`src/rtl/rtc_pkg.sv`:
```
// Shared constants for the real-time clock: bus geometry and register offsets.
// Assumes byte offsets on a word-aligned bus.
package rtc_pkg;
    localparam int ADDR_W = 5;
    localparam int DATA_W = 32;
    localparam logic [ADDR_W-1:0] OFF_ALARM = 5'h00;
    localparam logic [ADDR_W-1:0] OFF_COUNT = 5'h04;
    localparam logic [ADDR_W-1:0] OFF_TRIM  = 5'h08;
    localparam logic [ADDR_W-1:0] OFF_STAT  = 5'h10;
    // status bit positions
    localparam int ST_ALM_FLAG = 0;
    localparam int ST_TCK_FLAG = 1;
    localparam int ST_ALM_EN   = 2;
    localparam int ST_TCK_EN   = 3;
endpackage

```
`src/rtl/rtc_prescaler.sv`:
```
// Trimmed second divider. Counts osc_tick pulses and emits sec_tick at the end
// of each second. A second is div_last+1 pulses long, plus one pulse while the
// window index is below frac. The window index runs 0..WIN_LEN-1.
// Assumes restart is a single-cycle pulse that overrides a boundary.
module rtc_prescaler #(
    parameter int DIV_W   = 16,
    parameter int WIN_W   = 10,
    parameter int WIN_LEN = 1023
) (
    input  logic             clk,
    input  logic             rst_n,
    input  logic             osc_tick,
    input  logic             restart,
    input  logic [DIV_W-1:0] div_last,
    input  logic [WIN_W-1:0] frac,
    output logic             sec_tick
);
    localparam int PW = DIV_W + 1;
    localparam logic [WIN_W-1:0] WIN_END = WIN_W'(WIN_LEN - 1);

    logic [PW-1:0]    div_cnt;
    logic [WIN_W-1:0] win_cnt;
    logic             stretch;
    logic [PW-1:0]    end_val;
    logic             hit;

    // Terminal pulse index for the current second, stretched when owed.
    always_comb begin
        stretch  = (win_cnt < frac);
        end_val  = {1'b0, div_last} + PW'(stretch);
        hit      = osc_tick && (div_cnt >= end_val);
        sec_tick = hit && !restart;
    end

    // Advance the pulse counter and the window index.
    always_ff @(posedge clk) begin
        if (!rst_n) begin
            div_cnt <= '0;
            win_cnt <= '0;
        end else if (restart) begin
            div_cnt <= '0;
        end else if (osc_tick) begin
            if (hit) begin
                div_cnt <= '0;
                win_cnt <= (win_cnt == WIN_END) ? '0 : win_cnt + 1'b1;
            end else begin
                div_cnt <= div_cnt + 1'b1;
            end
        end
    end

    p_win_range_r3: assert property (@(posedge clk) disable iff (!rst_n)
        win_cnt <= WIN_END);
    p_idle_no_tick_r4: assert property (@(posedge clk) disable iff (!rst_n)
        !osc_tick |-> !sec_tick);
    p_restart_zero_r5: assert property (@(posedge clk) disable iff (!rst_n)
        restart |=> div_cnt == '0);
endmodule

```
`src/rtl/rtc_flags.sv`:
```
// Sticky status flags, one per lane. A flag sets on set[i] and clears on
// clr[i]. When both arrive in one cycle, the set wins.
module rtc_flags #(
    parameter int N = 2
) (
    input  logic         clk,
    input  logic         rst_n,
    input  logic [N-1:0] set,
    input  logic [N-1:0] clr,
    output logic [N-1:0] flag
);
    for (genvar i = 0; i < N; i++) begin : g_lane
        // Hold one flag, with set taking priority over clear.
        always_ff @(posedge clk) begin
            if (!rst_n)      flag[i] <= 1'b0;
            else if (set[i]) flag[i] <= 1'b1;
            else if (clr[i]) flag[i] <= 1'b0;
        end

        p_set_wins_r9: assert property (@(posedge clk) disable iff (!rst_n)
            set[i] |=> flag[i]);
        p_w1c_r9: assert property (@(posedge clk) disable iff (!rst_n)
            (clr[i] && !set[i]) |=> !flag[i]);
    end
endmodule

```
`src/rtl/rtc_core.sv`:
```
// Real-time clock top. It holds the register file (alarm, count, trim, status),
// the seconds counter and the alarm compare. It also instantiates the trimmed
// divider and the flag bank. Assumes a single-cycle write strobe and a
// combinational read.
module rtc_core
    import rtc_pkg::*;
#(
    parameter int DIV_W   = 16,
    parameter int WIN_W   = 10,
    parameter int WIN_LEN = 1023,
    parameter int DIV_RST = 32767
) (
    input  logic              clk,
    input  logic              rst_n,
    input  logic              osc_tick,
    input  logic [ADDR_W-1:0] bus_addr,
    input  logic              bus_wr,
    input  logic [DATA_W-1:0] bus_wdata,
    output logic [DATA_W-1:0] bus_rdata,
    output logic              irq
);
    logic [DATA_W-1:0] seconds;
    logic [DATA_W-1:0] alarm_q;
    logic [DIV_W-1:0]  trim_int;
    logic [WIN_W-1:0]  trim_frac;
    logic              alm_en, tck_en;
    logic              wr_alarm, wr_count, wr_trim, wr_stat;
    logic              sec_tick;
    logic [1:0]        flag_set, flag_clr, flags;

    // Decode which register a write targets.
    always_comb begin
        wr_alarm = bus_wr && (bus_addr == OFF_ALARM);
        wr_count = bus_wr && (bus_addr == OFF_COUNT);
        wr_trim  = bus_wr && (bus_addr == OFF_TRIM);
        wr_stat  = bus_wr && (bus_addr == OFF_STAT);
    end

    rtc_prescaler #(.DIV_W(DIV_W), .WIN_W(WIN_W), .WIN_LEN(WIN_LEN)) i_presc (
        .clk      (clk),
        .rst_n    (rst_n),
        .osc_tick (osc_tick),
        .restart  (wr_count),
        .div_last (trim_int),
        .frac     (trim_frac),
        .sec_tick (sec_tick)
    );

    // Seconds counter: a load wins over an increment.
    always_ff @(posedge clk) begin
        if (!rst_n)        seconds <= '0;
        else if (wr_count) seconds <= bus_wdata;
        else if (sec_tick) seconds <= seconds + 1'b1;
    end

    // Software-written configuration registers.
    always_ff @(posedge clk) begin
        if (!rst_n) begin
            alarm_q   <= '0;
            trim_int  <= DIV_W'(DIV_RST);
            trim_frac <= '0;
            alm_en    <= 1'b0;
            tck_en    <= 1'b0;
        end else begin
            if (wr_alarm) alarm_q <= bus_wdata;
            if (wr_trim) begin
                trim_int  <= bus_wdata[DIV_W-1:0];
                trim_frac <= bus_wdata[DIV_W +: WIN_W];
            end
            if (wr_stat) begin
                alm_en <= bus_wdata[ST_ALM_EN];
                tck_en <= bus_wdata[ST_TCK_EN];
            end
        end
    end

    // Flag set sources (boundary events) and write-1 clears.
    always_comb begin
        flag_set[0] = sec_tick && alm_en && ((seconds + 1'b1) == alarm_q);
        flag_set[1] = sec_tick;
        flag_clr[0] = wr_stat && bus_wdata[ST_ALM_FLAG];
        flag_clr[1] = wr_stat && bus_wdata[ST_TCK_FLAG];
    end

    rtc_flags #(.N(2)) i_flags (
        .clk   (clk),
        .rst_n (rst_n),
        .set   (flag_set),
        .clr   (flag_clr),
        .flag  (flags)
    );

    // Read multiplexer; unmapped offsets return zero.
    always_comb begin
        bus_rdata = '0;
        case (bus_addr)
            OFF_ALARM: bus_rdata = alarm_q;
            OFF_COUNT: bus_rdata = seconds;
            OFF_TRIM: begin
                bus_rdata[DIV_W-1:0]     = trim_int;
                bus_rdata[DIV_W +: WIN_W] = trim_frac;
            end
            OFF_STAT: begin
                bus_rdata[ST_ALM_FLAG] = flags[0];
                bus_rdata[ST_TCK_FLAG] = flags[1];
                bus_rdata[ST_ALM_EN]   = alm_en;
                bus_rdata[ST_TCK_EN]   = tck_en;
            end
            default: bus_rdata = '0;
        endcase
    end

    // Interrupt combines the alarm flag with the gated tick flag.
    always_comb irq = flags[0] || (flags[1] && tck_en);

    p_count_step_r2: assert property (@(posedge clk) disable iff (!rst_n)
        (sec_tick && !wr_count) |=> seconds == $past(seconds) + 1'b1);
    p_count_hold_r4: assert property (@(posedge clk) disable iff (!rst_n)
        (!osc_tick && !wr_count) |=> $stable(seconds));
    p_load_wins_r5: assert property (@(posedge clk) disable iff (!rst_n)
        wr_count |=> seconds == $past(bus_wdata));
    p_alarm_gate_r7: assert property (@(posedge clk) disable iff (!rst_n)
        (!alm_en && !flags[0]) |=> !flags[0]);
endmodule

```
`config.mk`:
```
export PLATFORM = sky130hd
export DESIGN_NAME = rtc_core
export DESIGN_NICKNAME = d
export VERILOG_FILES = /design/src/rtl/rtc_pkg.sv /design/src/rtl/rtc_prescaler.sv /design/src/rtl/rtc_flags.sv /design/src/rtl/rtc_core.sv
export SDC_FILE = /design/constraint.sdc
export NUM_CORES = 1
export LEC_CHECK = 0
export BUFFER_PORTS_ARGS = -buffer_cell sky130_fd_sc_hd__buf_2
export CORE_MARGIN = 8
export CORE_UTILIZATION = 30
export DETAILED_ROUTE_END_ITERATION = 7
export SLEW_MARGIN = 0
export SYNTH_ARGS = -nofsm -noshare
export SYNTH_HDL_FRONTEND = slang
export SYNTH_HIERARCHICAL = 1
export SYNTH_SLANG_ARGS = --single-unit
```
`constraint.sdc`:
```
create_clock -name clk -period 4.7 [get_ports clk]
set_input_delay 0.94 -clock clk [delete_from_list [all_inputs] [get_ports clk]]
set_output_delay 0.94 -clock clk [all_outputs]
set_load 0.05 [all_outputs]
```
==> summary.md, run 1 <==
| Metric | Value |
|---|---|
| Antenna Cells | 0 |
| Power consumption | 0.00263 W |
| Maximum clock insertion buffer count | 2 |
| Clock-pin slew reported for the worst setup and hold paths after clock tree synthesis | 0.06 ns |
| Global-route congestion overflow total | 0 |
| Kind of start point of the critical path | flop |
| TritonCTS clock tree | done |
| Fraction of layout instances using a drive strength above 1 | 17.9% |
| Row count | 59 |
| Post-synthesis instance area | 7870 µm² |
| Effective utilization at floorplan | 30.4% |
| Arr. time, crit path | 4.76 ns |
| Largest family of logic cells by synthesized area | simple AND/OR/NAND/NOR gates |
| Multi-input gate area | 5260 µm² |
| IR drop worst, VDD | 226 µV |
| CP max-delay cell | sky130_fd_sc_hd__dfxtp_2 |
| Die H | 178 µm |
| RSZ-0062 raised after global routing | true |
| Transition time at the pin with the least slew margin | 0.897 ns |
| Type of the setup path with the least slack | flop to flop |
| Area enclosed by the die boundary | 31,700 µm² |
| Main flop type after synthesis | sky130_fd_sc_hd__dfxtp_1 |
| Wirelength per Cell | 16.7 µm |
| Chip width | 178 µm |
| Number of inserted filler cells in the final layout | 2,684 |
| Clk sinks | 121 |
| Leading cell type by number of instances after synthesis | sky130_fd_sc_hd__nand2_1 |
| Area added between synthesis and finish | 21.2% |
| Delay contributed by the slowest stage of the critical path | 0.34 ns |
| Biggest area consumer among synthesized cells | sky130_fd_sc_hd__dfxtp_1 |
| Worst max-slew margin expressed relative to the limit | 40.2% |
| Final worst path period need | 4.49 ns |
| First drt pass iteration count | 7 |
| Post-route cell area | 9540 µm² |
| I/O pin total | 74 |
| Final hold vios | 0 |
| Number of nets in the layout | 1,184 |
| Area of all sequential standard cells | 2430 µm² |
| Post-detailed-route DRC marker count | 0 |
| Result of the run | finished clean |
| Largest fanout on the critical path | 6 |
| Multiplexer fraction of the synthesized cell area | 4.07% |
| Launching instance or port of the critical path | i_presc/win_cnt[7]$_SDFFE_PN0P_ |
| Routed via count divided by cell count | 5.18 |
| Synthesized flop and latch total | 121 |
| Clock latency of the later-clocked register in the worst-skew pair | 0.42 ns |
| Compound-gate portion of the synthesized area | 15.1% |
| Syn avg cell area | 7.53 µm² |
| Distinct cell type count after synthesis | 61 |
| Async set or reset register ratio after synthesis | 0% |
| Total routing resource utilization after global routing | 15.4% |
| Number of warning messages in the yosys log | 6 |
| Top cell type's share of synthesized area | 30.8% |
| Xor and xnor area share after synthesis | 11.0% |
| Final GP Congestion | 0.841 |
| Share of the yosys chip area belonging to registers | 30.8% |
| Vias post-DR | 7,546 |
| Cell depth of the worst flop-to-flop path | 25 |
| Detail Placement HPWL | 18,100 µm |
| Type of element capturing the critical path | flop |
| Sum of routed wire length over all layers | 24,400 µm |
| Maximum number of pins on one net before global-route repair | 64 |
| Net count after synthesis | 1,119 |
| Total number of H-tree levels | 4 |
| Via count of the first global-routing pass | 7,228 |
| Leakage dissipation | 3.66 nW |
| Initial antenna violation count | 0 |
| Final critical-path share of the clock period | 95.5% |
| Adder and majority gate portion of the synthesized area | 5.25% |
| Worst setup path endpoint | seconds[30]$_SDFFE_PN0P_ |
| End-of-flow core utilization | 36.8% |
| Placeable core area | 25,900 µm² |
| Slew Viols, Final | 0 |
| Setup Total Neg Slack | 0 ns |
| Worst min-delay path category | flop to flop |
| Input/output buffers | 73 |
| Power per Cell Area | 275 nW/µm² |
| Worst reg2reg endpoint | seconds[30]$_SDFFE_PN0P_ |
| Hold WS | 0.465 ns |
| Post-synthesis simple-gate area fraction | 28.7% |
| Number of flops mapped to enable cells by yosys | 0 |
| Cell area after placement | 8630 µm² |
| Leading cell types by total area after synthesis | sky130_fd_sc_hd__dfxtp_1, sky130_fd_sc_hd__nand2_1, sky130_fd_sc_hd__nor2_1, sky130_fd_sc_hd__xnor2_1, sky130_fd_sc_hd__a21oi_1 |
| Required time of the critical path | 4.97 ns |
| Post-DRT Antenna Nets | 0 |
| Number of design-rule violations left by the first detailed-router iteration | 553 |
| Synth top cells by count | sky130_fd_sc_hd__nand2_1, sky130_fd_sc_hd__nor2_1, sky130_fd_sc_hd__dfxtp_1, sky130_fd_sc_hd__a21oi_1, sky130_fd_sc_hd__clkbuf_1 |
| Endpoints failing setup | 0 |
| Clock tree skew after final layout | 0.0102 ns |
| Max-cap violations | 0 |
| Worst setup slack for register-to-register paths | 0.21 ns |
| Maximum achievable frequency | 0.223 GHz |
| First-pass GRT wire length | 39,100 µm |
| Gate count of the mapped netlist | 1,045 |
| FF-to-FF Start | i_presc/win_cnt[7]$_SDFFE_PN0P_ |
| CTS root buf | sky130_fd_sc_hd__clkbuf_16 |
| Number of buffers added by the clock tree synthesis step | 17 |
-- sequential cells by signal, summed over array words and instances, names as in the netlist, 2 cells and up --
register / count
i_flags/flag: 2
i_presc/div_cnt: 17
i_presc/win_cnt: 10
trim_frac: 10
trim_int: 16
alarm_q: 32
seconds: 32
-- kinds of logic (layout without fill, tap and decap cells) --
family          Yosys count  count (layout)
flops                   121             121
compound gates          186             186
mux                      32              32
simple gates            477             477
xor+xnor                 98              98
fa+ha+maj                33              33
buf+inv                  98             174
-- layer usage --
metal	routed length [µm]	global-route usage, %
met1	11100	19.7
met2	11600	25.5
met3	1070	2.96
met4	493	5.28
met5	0	0
-- through the flow --
stage | std cells | worst slack [ns]
2_1_floorplan | 1045 | 0.0898
3_3_place_gp | 1411 | 0.116
3_5_place_dp | 1411 | -0.0403
4_1_cts | 1451 | 0.0175
5_1_grt | 1456 | -0.0993
6_report | 1456 | 0.212
-- worst max-delay path, delay by kind of cell (launching register included) --
| family | cells | cell delay [ns] |
|---|---|---|
| compound gates | 9 | 1.57 |
| fa+ha+maj | 4 | 0.82 |
| buf+inv | 6 | 0.76 |
| simple gates | 4 | 0.47 |
| flops | 1 | 0.34 |
| xor+xnor | 2 | 0.34 |
-- worst min-delay path by stage --
stage,end,startpoint,slack [ns],cells after the start
2_1_floorplan,trim_frac[0]$_SDFFE_PN0P_,trim_frac[0]$_SDFFE_PN0P_,0.45,2
3_3_place_gp,trim_frac[6]$_SDFFE_PN0P_,trim_frac[6]$_SDFFE_PN0P_,0.46,2
5_1_grt,trim_frac[4]$_SDFFE_PN0P_,trim_frac[4]$_SDFFE_PN0P_,0.48,2
4_1_cts,trim_frac[8]$_SDFFE_PN0P_,trim_frac[8]$_SDFFE_PN0P_,0.47,2
3_5_place_dp,trim_frac[8]$_SDFFE_PN0P_,trim_frac[8]$_SDFFE_PN0P_,0.47,2
6_report,trim_frac[9]$_SDFFE_PN0P_,trim_frac[9]$_SDFFE_PN0P_,0.47,2
-- report_power, final --
group	total (W)	switching [W]	internal [W]
sequential	0.00105	0.0000163	0.00104
clock	0.00138	0.000475	0.000905
combinational	0.000194	0.000120	0.0000734
total	0.00263	0.000612	0.00201
-- layout make-up --
class	instances	share of cell area [%]
inverter	27	1.09
timing repair buffer	117	7.50
multi-input combinational	826	55.1
sequential	121	25.5
clock buffer	21	4.83
clock inverter	9	1.55
tap	335	4.39
-- layout by cell type (no fill, tap or decap), types with 5 or more instances in the layout --
cell	netlist	layout
sky130_fd_sc_hd__o21ai_0	16	15
sky130_fd_sc_hd__and2_1	6	5
sky130_fd_sc_hd__buf_4	1	42
sky130_fd_sc_hd__nand3_1	47	43
sky130_fd_sc_hd__or4_1	5	5
sky130_fd_sc_hd__nor2b_1	7	6
sky130_fd_sc_hd__ha_1	33	28
sky130_fd_sc_hd__a221o_1	5	5
sky130_fd_sc_hd__a31oi_1	5	5
sky130_fd_sc_hd__dfxtp_1	121	114
sky130_fd_sc_hd__nand2_1	166	165
sky130_fd_sc_hd__inv_1	26	22
sky130_fd_sc_hd__nor2_1	136	133
sky130_fd_sc_hd__o21a_1	6	6
sky130_fd_sc_hd__and4_1	6	6
sky130_fd_sc_hd__a21oi_1	85	85
sky130_fd_sc_hd__or3_1	15	13
sky130_fd_sc_hd__a211oi_1	32	29
sky130_fd_sc_hd__xnor2_1	50	49
sky130_fd_sc_hd__buf_2	13	73
sky130_fd_sc_hd__xor2_1	47	47
sky130_fd_sc_hd__mux2i_1	32	32
sky130_fd_sc_hd__nand4_1	34	34
sky130_fd_sc_hd__nor4_1	11	9
sky130_fd_sc_hd__a21o_1	5	5
sky130_fd_sc_hd__nor3_1	12	11
sky130_fd_sc_hd__dfxtp_2	0	7
sky130_fd_sc_hd__clkbuf_16	0	17
sky130_fd_sc_hd__and3_1	11	10
-- what timing repair did --
action | in CTS | in global routing
gates resized for setup | 12 | 27
endpoints found under the setup margin | 2 | 25
setup buffers | 10 | 5
pin swaps | 15 | 22
hold buffers | 0 | 0
Note: power is estimated with default switching activity, not from simulation.
==> run 2: changes to the inputs <==
CTS_BUF_LIST = sky130_fd_sc_hd__clkbuf_8   (was default)
==> run 2 against run 1 <==
Clock skew rose by 0.0031 ns; clock power decreased by 26%; first-iteration DRC count decreased by 5.6%; total power shrank 14%; count of clock-buffer cells in the layout down 2; non-clock buffer count stayed put; sequential cell count unchanged; die area did not move; global-route usage down 0.13 points; critical path depth is 2 higher; worst setup slack got worse by 0.023 ns; utilization is 0.76 points lower; critical endpoint is now seconds[10]$_SDFFE_PN0P_; largest cell class unchanged.
==> summary.md, run 2 (synthesized netlist as in run 1, its figures left out) <==
| Metric | Value |
|---|---|
| CTS root buf | sky130_fd_sc_hd__clkbuf_8 |
| Routed via count divided by cell count | 5.19 (about the same) |
| Post-detailed-route DRC marker count | 0 (unchanged) |
| Cell depth of the worst flop-to-flop path | 27 (+8.0%) |
| Leakage dissipation | 3.60 nW (-1.7%) |
| TritonCTS clock tree | done |
| Clock latency of the later-clocked register in the worst-skew pair | 0.45 ns (+0.03 ns) |
| GRT Max-Usage Layer | met2 |
| Number of buffers added by the clock tree synthesis step | 17 (unchanged) |
| Effective utilization at floorplan | 30.4% (unchanged) |
| Number of nets in the layout | 1,184 (unchanged) |
| Kind of start point of the critical path | flop |
| Number of design-rule violations left by the first detailed-router iteration | 522 (-5.6%) |
| Chip width | 178 µm (unchanged) |
| Maximum clock insertion buffer count | 2 (unchanged) |
| Worst max-slew margin expressed relative to the limit | 39.8% (-0.43 points) |
| Number of inserted filler cells in the final layout | 2,721 (+1.4%) |
| Most common library cell in the layout ignoring fill and taps | sky130_fd_sc_hd__nand2_1 |
| Required time of the critical path | 5.05 ns (+0.08 ns) |
| Clk sinks | 121 (unchanged) |
| Crit path buf inv count | 8 (+2) |
| Global-route congestion overflow total | 0 (unchanged) |
| Input/output buffers | 73 (unchanged) |
| Die H | 178 µm (unchanged) |
| Clock tree skew after final layout | 0.0132 ns (+0.00307 ns) |
| Least setup slack across all paths after layout | 0.189 ns (-0.0227 ns) |
| Placeable core area | 25,900 µm² (unchanged) |
| Area added between synthesis and finish | 18.7% |
| FF-to-FF Start | trim_frac[7]$_SDFFE_PN0P_ |
| Post-Place Setup Slack | -0.0403 ns (unchanged) |
| Via count of the first global-routing pass | 7,176 (-0.72%) |
| Maximum achievable frequency | 0.222 GHz (-0.50%) |
| Total routing resource utilization after global routing | 15.3% (-0.13 points) |
| Area of all sequential standard cells | 2430 µm² (about the same) |
| Result of the run | finished clean |
| I/O pin total | 74 (unchanged) |
| RSZ-0062 raised after global routing | true |
| End-of-flow core utilization | 36.0% (-0.76 points) |
| Type of the setup path with the least slack | flop to flop |
| Worst min-delay path category | flop to flop |
| Row count | 59 (unchanged) |
| Fraction of layout instances using a drive strength above 1 | 17.9% (unchanged) |
| Multi-input gate area | 5250 µm² (-0.17%) |
| Total number of H-tree levels | 4 (unchanged) |
| Number of cells on the critical path | 27 (+8.0%) |
| Count of placed standard cells including taps | 1,411 (unchanged) |
| Power per Cell Area | 243 nW/µm² (-12%) |
| WHS Path Cells | 2 (unchanged) |
| Maximum number of pins on one net before global-route repair | 64 (unchanged) |
| Transition time at the pin with the least slew margin | 0.904 ns (+0.00649 ns) |
| Met3 Usage GRT | 3.13% (+0.17 points) |
| Wirelength per Cell | 16.8 µm (+0.43%) |
| Highest-count cells in the layout ignoring fill and taps | sky130_fd_sc_hd__nand2_1, sky130_fd_sc_hd__nor2_1, sky130_fd_sc_hd__dfxtp_1 |
| Type of element capturing the critical path | flop |
| Final hold vios | 0 (unchanged) |
| Met1 track demand over resource | 19.7% (-0.038 points) |
| Initial antenna violation count | 0 (unchanged) |
| Final GP Congestion | 0.841 (unchanged) |
| Endpoints failing setup | 0 (unchanged) |
| Worst setup path endpoint | seconds[10]$_SDFFE_PN0P_ |
| First drt pass iteration count | 5 (-2) |
| IR drop worst, VDD | 139 µV (-38%) |
| Area enclosed by the die boundary | 31,700 µm² (unchanged) |
| Launching instance or port of the critical path | trim_frac[7]$_SDFFE_PN0P_ |
| Worst reg2reg endpoint | seconds[10]$_SDFFE_PN0P_ |
| Max-cap violations | 0 (unchanged) |
| Clock-pin slew reported for the worst setup and hold paths after clock tree synthesis | 0.07 ns (about the same) |
| Delay-heaviest family, CP | compound AO/OA/AOI/OAI gates |
| Top cell by count, worst path | sky130_fd_sc_hd__buf_4 |
| Arr. time, crit path | 4.86 ns (+0.10 ns) |
| Slew Viols, Final | 0 (unchanged) |
| Final worst path period need | 4.51 ns (+0.0226 ns) |
| Vias post-DR | 7,552 (+0.080%) |
| Sum of routed wire length over all layers | 24,500 µm (+0.43%) |
| Top Registers | alarm_q (32), seconds (32), i_presc/div_cnt (17) |
| Final critical-path share of the clock period | 96.0% (+0.48 points) |
| Post-DRT Antenna Nets | 0 (unchanged) |
| Largest fanout on the critical path | 4 (-2) |
| Delay contributed by the slowest stage of the critical path | 0.33 ns (about the same) |
| Detail Placement HPWL | 18,100 µm (unchanged) |
| Worst setup slack for register-to-register paths | 0.19 ns (-0.02 ns) |
| Antenna Cells | 0 (unchanged) |
| CP max-delay cell | sky130_fd_sc_hd__dfxtp_2 |
| GR Util met2 | 25.4% (-0.095 points) |
| First-pass GRT wire length | 39,000 µm (-0.35%) |
| Final cell count without fillers | 1,456 (unchanged) |
run 2: cell types whose count changed in the layout (fill, tap and decap cells not counted), sizes merged:
| cell | before | now |
|---|---|---|
| inv | 27 | 29 |
| clkbuf | 21 | 19 |
run 2: through the flow:
stage	hold slack [ns]	TNS, ns	total power [W]	cell area [µm²]
6_report	0.471	0	0.00227	9340
5_1_grt	0.487	-0.351	0.00234	9340
4_1_cts	0.476	0	0.00228	9180
3_5_place_dp	0.465	-0.0628	0.00126	8630
3_3_place_gp	0.458	0	0.00126	8630
2_1_floorplan	0.446	0	0.00119	7940
run 2: power by group:
part | switching, W | internal [W] | leakage, nW
Sequential | 0.0000164 | 0.00103 | 0.981
Clock | 0.000429 | 0.000592 | 0.220
Combinational | 0.000121 | 0.0000745 | 2.40
run 2: final cells by class:
class                      instances  area share (%)
clock buffer                      19            2.80
clock inverter                    11            1.66
inverter                          27            1.09
multi-input combinational        826            56.2
sequential                       121            26.0
tap                              335            4.49
timing repair buffer             117            7.70
run 2: worst min-delay path by stage:
stage | to | slack (ns) | start
2_1_floorplan | trim_frac[0]$_SDFFE_PN0P_ | 0.45 | trim_frac[0]$_SDFFE_PN0P_
3_3_place_gp | trim_frac[6]$_SDFFE_PN0P_ | 0.46 | trim_frac[6]$_SDFFE_PN0P_
3_5_place_dp | trim_frac[8]$_SDFFE_PN0P_ | 0.47 | trim_frac[8]$_SDFFE_PN0P_
4_1_cts | trim_frac[8]$_SDFFE_PN0P_ | 0.48 | trim_frac[8]$_SDFFE_PN0P_
5_1_grt | trim_frac[4]$_SDFFE_PN0P_ | 0.49 | trim_frac[4]$_SDFFE_PN0P_
6_report | trim_frac[6]$_SDFFE_PN0P_ | 0.47 | trim_frac[6]$_SDFFE_PN0P_
run 2: worst register-to-register path, stage by stage (launching register included):
cell and delay, ns:
sky130_fd_sc_hd__dfxtp_2 0.33, sky130_fd_sc_hd__inv_2 0.04, sky130_fd_sc_hd__ha_4 0.20, sky130_fd_sc_hd__a21o_1 0.15, sky130_fd_sc_hd__a21o_1 0.14, sky130_fd_sc_hd__a221o_1 0.30
sky130_fd_sc_hd__a31oi_1 0.16, sky130_fd_sc_hd__buf_4 0.16, sky130_fd_sc_hd__ha_4 0.15, sky130_fd_sc_hd__ha_4 0.14, sky130_fd_sc_hd__nand3_4 0.10, sky130_fd_sc_hd__nor2_4 0.18
sky130_fd_sc_hd__buf_4 0.13, sky130_fd_sc_hd__nand3_1 0.08, sky130_fd_sc_hd__xor2_1 0.16, sky130_fd_sc_hd__ha_1 0.30, sky130_fd_sc_hd__a21o_1 0.16, sky130_fd_sc_hd__a21oi_1 0.17
sky130_fd_sc_hd__o221ai_2 0.13, sky130_fd_sc_hd__a32oi_2 0.26, sky130_fd_sc_hd__inv_2 0.10, sky130_fd_sc_hd__buf_12 0.14, sky130_fd_sc_hd__inv_2 0.07, sky130_fd_sc_hd__nor2_4 0.04
sky130_fd_sc_hd__buf_4 0.14, sky130_fd_sc_hd__buf_4 0.13, sky130_fd_sc_hd__xnor2_1 0.11, sky130_fd_sc_hd__a211oi_1 0.25
run 2: repair_timing:
item	in CTS	in global routing
pin swaps	15	22
buffers inserted	9	6
hold buffers	0	0
endpoints found under the setup margin	2	26
resized for setup	10	30
run 2: layer usage:
metal / part of all wire, % / vias up
li1: - / 3785
met1: 47 / 3606
met2: 48 / 136
met3: 3.7 / 25
met4: 1.6 / 0
met5: 0 / -
==> run 3: changes to the inputs <==
clock period = 5.4 ns   (was 4.7 ns; I/O delays follow)
==> run 3 against run 2 <==
Non-clock buffer count shrank 31; worst setup slack gained 0.16 ns; first-iteration DRC count grew 0.57%; die area is the same; combinational power shrank 20%; sequential cell count is the same; worst hold slack gained 0.0050 ns; count of clock-buffer cells in the layout grew 1; final cell count shrank 2.0%; total power shrank 17%; largest cell class unchanged; largest power group unchanged.
==> summary.md, run 3 (synthesized netlist as in run 1, its figures left out) <==
| Metric | Value |
|---|---|
| Global-route congestion overflow total | 0 (unchanged) |
| Leakage dissipation | 3.34 nW (-7.2%) |
| Total number of H-tree levels | 4 (unchanged) |
| Number of buffers added by the clock tree synthesis step | 17 (unchanged) |
| Slew Viols, Final | 0 (unchanged) |
| Largest fanout on the critical path | 4 (unchanged) |
| Effective utilization at floorplan | 30.4% (unchanged) |
| Placeable core area | 25,900 µm² (unchanged) |
| Total routing resource utilization after global routing | 15.2% (-0.068 points) |
| Transition time at the pin with the least slew margin | 1.18 ns (+0.277 ns) |
| Maximum number of pins on one net before global-route repair | 64 (unchanged) |
| Maximum achievable frequency | 0.198 GHz (-11%) |
| Most common library cell in the layout ignoring fill and taps | sky130_fd_sc_hd__nand2_1 |
| Row count | 59 (unchanged) |
| Area enclosed by the die boundary | 31,700 µm² (unchanged) |
| Chip width | 178 µm (unchanged) |
| Final hold vios | 0 (unchanged) |
| Worst min-delay path category | flop to flop |
| Die H | 178 µm (unchanged) |
| I/O pin total | 74 (unchanged) |
| Result of the run | finished clean |
| First-pass GRT wire length | 38,500 µm (-1.1%) |
| Vias post-DR | 7,504 (-0.64%) |
| Cell Chain, Critical Path | inv_1 > ha_1 > a21o_1 > a21o_1 > a221o_1 > a31oi_2 > ha_1 > ha_1 > nand3_1 > nor2_4 > nand3_1 > xor2_1 > ha_1 > nand4_1 > nor4_1 > a32oi_2 > inv_1 > nand4_1 > a211oi_1 > and4b_1 > nand4_1 > a2111oi_2 > o21a_1 |
| Endpoints failing setup | 0 (unchanged) |
| Type of element capturing the critical path | flop |
| Maximum clock insertion buffer count | 2 (unchanged) |
| Power per Cell Area | 212 nW/µm² (-13%) |
| Initial antenna violation count | 2 (+2) |
| TritonCTS clock tree | done |
| Post-DRT Antenna Nets | 0 (unchanged) |
| Worst max-slew margin expressed relative to the limit | 21.0% (-19 points) |
| End-of-flow core utilization | 34.2% (-1.8 points) |
| Final GP Congestion | 0.831 (-1.3%) |
| Setup Total Neg Slack | 0 ns (unchanged) |
| First drt pass iteration count | 5 (unchanged) |
| Fraction of layout instances using a drive strength above 1 | 12.4% (-5.6 points) |
| Sum of routed wire length over all layers | 23,800 µm (-2.7%) |
| RSZ-0062 raised after global routing | false |
| # hold bufs at CTS | 0 (unchanged) |
| Wirelength per Cell | 16.7 µm (-0.68%) |
| Delay contributed by the slowest stage of the critical path | 0.37 ns (+0.04 ns) |
| Highest-count cells in the layout ignoring fill and taps | sky130_fd_sc_hd__nand2_1, sky130_fd_sc_hd__nor2_1, sky130_fd_sc_hd__dfxtp_1 |
| Number of nets in the layout | 1,153 (-2.6%) |
| Top Registers | alarm_q (32), seconds (32), i_presc/div_cnt (17) |
| Type of the setup path with the least slack | flop to flop |
| Clock tree skew after final layout | 0.0164 ns (+0.00313 ns) |
| Kind of start point of the critical path | flop |
| Via count of the first global-routing pass | 7,090 (-1.2%) |
| CTS root buf | sky130_fd_sc_hd__clkbuf_8 |
| Clock latency of the later-clocked register in the worst-skew pair | 0.45 ns (about the same) |
| CP max-delay cell | sky130_fd_sc_hd__a2111oi_2 |
| Input/output buffers | 73 (unchanged) |
| Arr. time, crit path | 5.42 ns (+0.56 ns) |
| Number of inserted filler cells in the final layout | 2,759 (+1.4%) |
| Clk sinks | 121 (unchanged) |
| Area added between synthesis and finish | 12.6% |
| Required time of the critical path | 5.78 ns (+0.73 ns) |
| Top cell by count, worst path | sky130_fd_sc_hd__ha_1 |
| Post-detailed-route DRC marker count | 0 (unchanged) |
| Final critical-path share of the clock period | 93.4% (-2.5 points) |
| Max-cap violations | 0 (unchanged) |
| Number of design-rule violations left by the first detailed-router iteration | 525 (+0.57%) |
| Clock-pin slew reported for the worst setup and hold paths after clock tree synthesis | 0.08 ns (about the same) |
| IR drop worst, VDD | 138 µV (-1.1%) |
| Final worst path period need | 5.05 ns (+0.535 ns) |
| Routed via count divided by cell count | 5.26 (+1.4%) |
| Detail Placement HPWL | 17,500 µm (-3.0%) |
## run 3: changes by cell type in the layout (fill, tap and decap cells not counted), moves of 3 or more
| cell | previous run | this run |
|---|---|---|
| sky130_fd_sc_hd__inv_2 | 6 | 1 |
| sky130_fd_sc_hd__dfxtp_1 | 113 | 120 |
| sky130_fd_sc_hd__buf_4 | 41 | 13 |
| sky130_fd_sc_hd__nand3_1 | 43 | 46 |
| sky130_fd_sc_hd__dfxtp_2 | 8 | 1 |
| sky130_fd_sc_hd__inv_1 | 23 | 30 |
| sky130_fd_sc_hd__ha_4 | 3 | 0 |
| sky130_fd_sc_hd__ha_1 | 29 | 33 |
## run 3: layer usage
metal / share of wire [%] / wire [µm] / up-vias / GRT usage, %
li1: - / - / 3711 / -
met1: 46 / 10900 / 3562 / 19.8
met2: 47 / 11200 / 198 / 24.4
met3: 5.7 / 1350 / 31 / 3.92
met4: 1.4 / 328 / 2 / 4.31
met5: 0.055 / 13 / - / 0
## run 3: per-stage QoR
stage | area (µm²) | std cells | hold slack (ns) | setup WS [ns] | power (W)
floorplan | 7870 | 1045 | 0.446 | 0.392 | 0.00103
global placement | 8460 | 1395 | 0.458 | 0.347 | 0.00109
detailed placement | 8460 | 1395 | 0.464 | 0.0969 | 0.00109
CTS | 8840 | 1426 | 0.477 | 0.0398 | 0.00190
global route | 8860 | 1426 | 0.503 | 0.0330 | 0.00196
finish | 8870 | 1427 | 0.476 | 0.354 | 0.00188
## run 3: layout make-up
class | instances | area (µm²) | share of cell area (%)
Timing Repair Buffer | 86 | 463 | 5.22
Tap cell | 335 | 419 | 4.73
Clock buffer | 20 | 275 | 3.10
Antenna cell | 1 | 2.50 | 0.0282
Sequential cell | 121 | 2420 | 27.3
Multi-Input combinational cell | 826 | 5070 | 57.2
Inverter | 27 | 101 | 1.14
Clock inverter | 11 | 108 | 1.21
## run 3: what timing repair did
item                       4_1_cts  5_1_grt
setup buffers                    0        0
setup endpoints to repair        0        9
resized for setup                0        5
## run 3: power by group
part,switching [W],leakage (nW),internal [W]
Clock,0.000375,0.202,0.000436
Sequential,0.0000140,0.977,0.000900
Combinational,0.000101,2.16,0.0000559
## run 3: final timing paths
check,startpoint,to,slack (ns),cells past startpoint
worst max-delay path,trim_frac[7]$_SDFFE_PN0P_,i_flags/flag[0]$_SDFFE_PN0P_,0.35,23
worst min-delay path,trim_frac[8]$_SDFFE_PN0P_,trim_frac[8]$_SDFFE_PN0P_,0.48,2
worst max register to register,trim_frac[7]$_SDFFE_PN0P_,i_flags/flag[0]$_SDFFE_PN0P_,0.35,23
worst min register to register,trim_frac[8]$_SDFFE_PN0P_,trim_frac[8]$_SDFFE_PN0P_,0.48,2
## run 3: worst max-delay path: cells and delay by family, from the launching register on
family	cells	cell delay, ns
simple gates	8	1.43
fa+ha+maj	4	1.06
xor+xnor	1	0.16
buf+inv	2	0.22
flops	1	0.36
compound gates	8	1.78
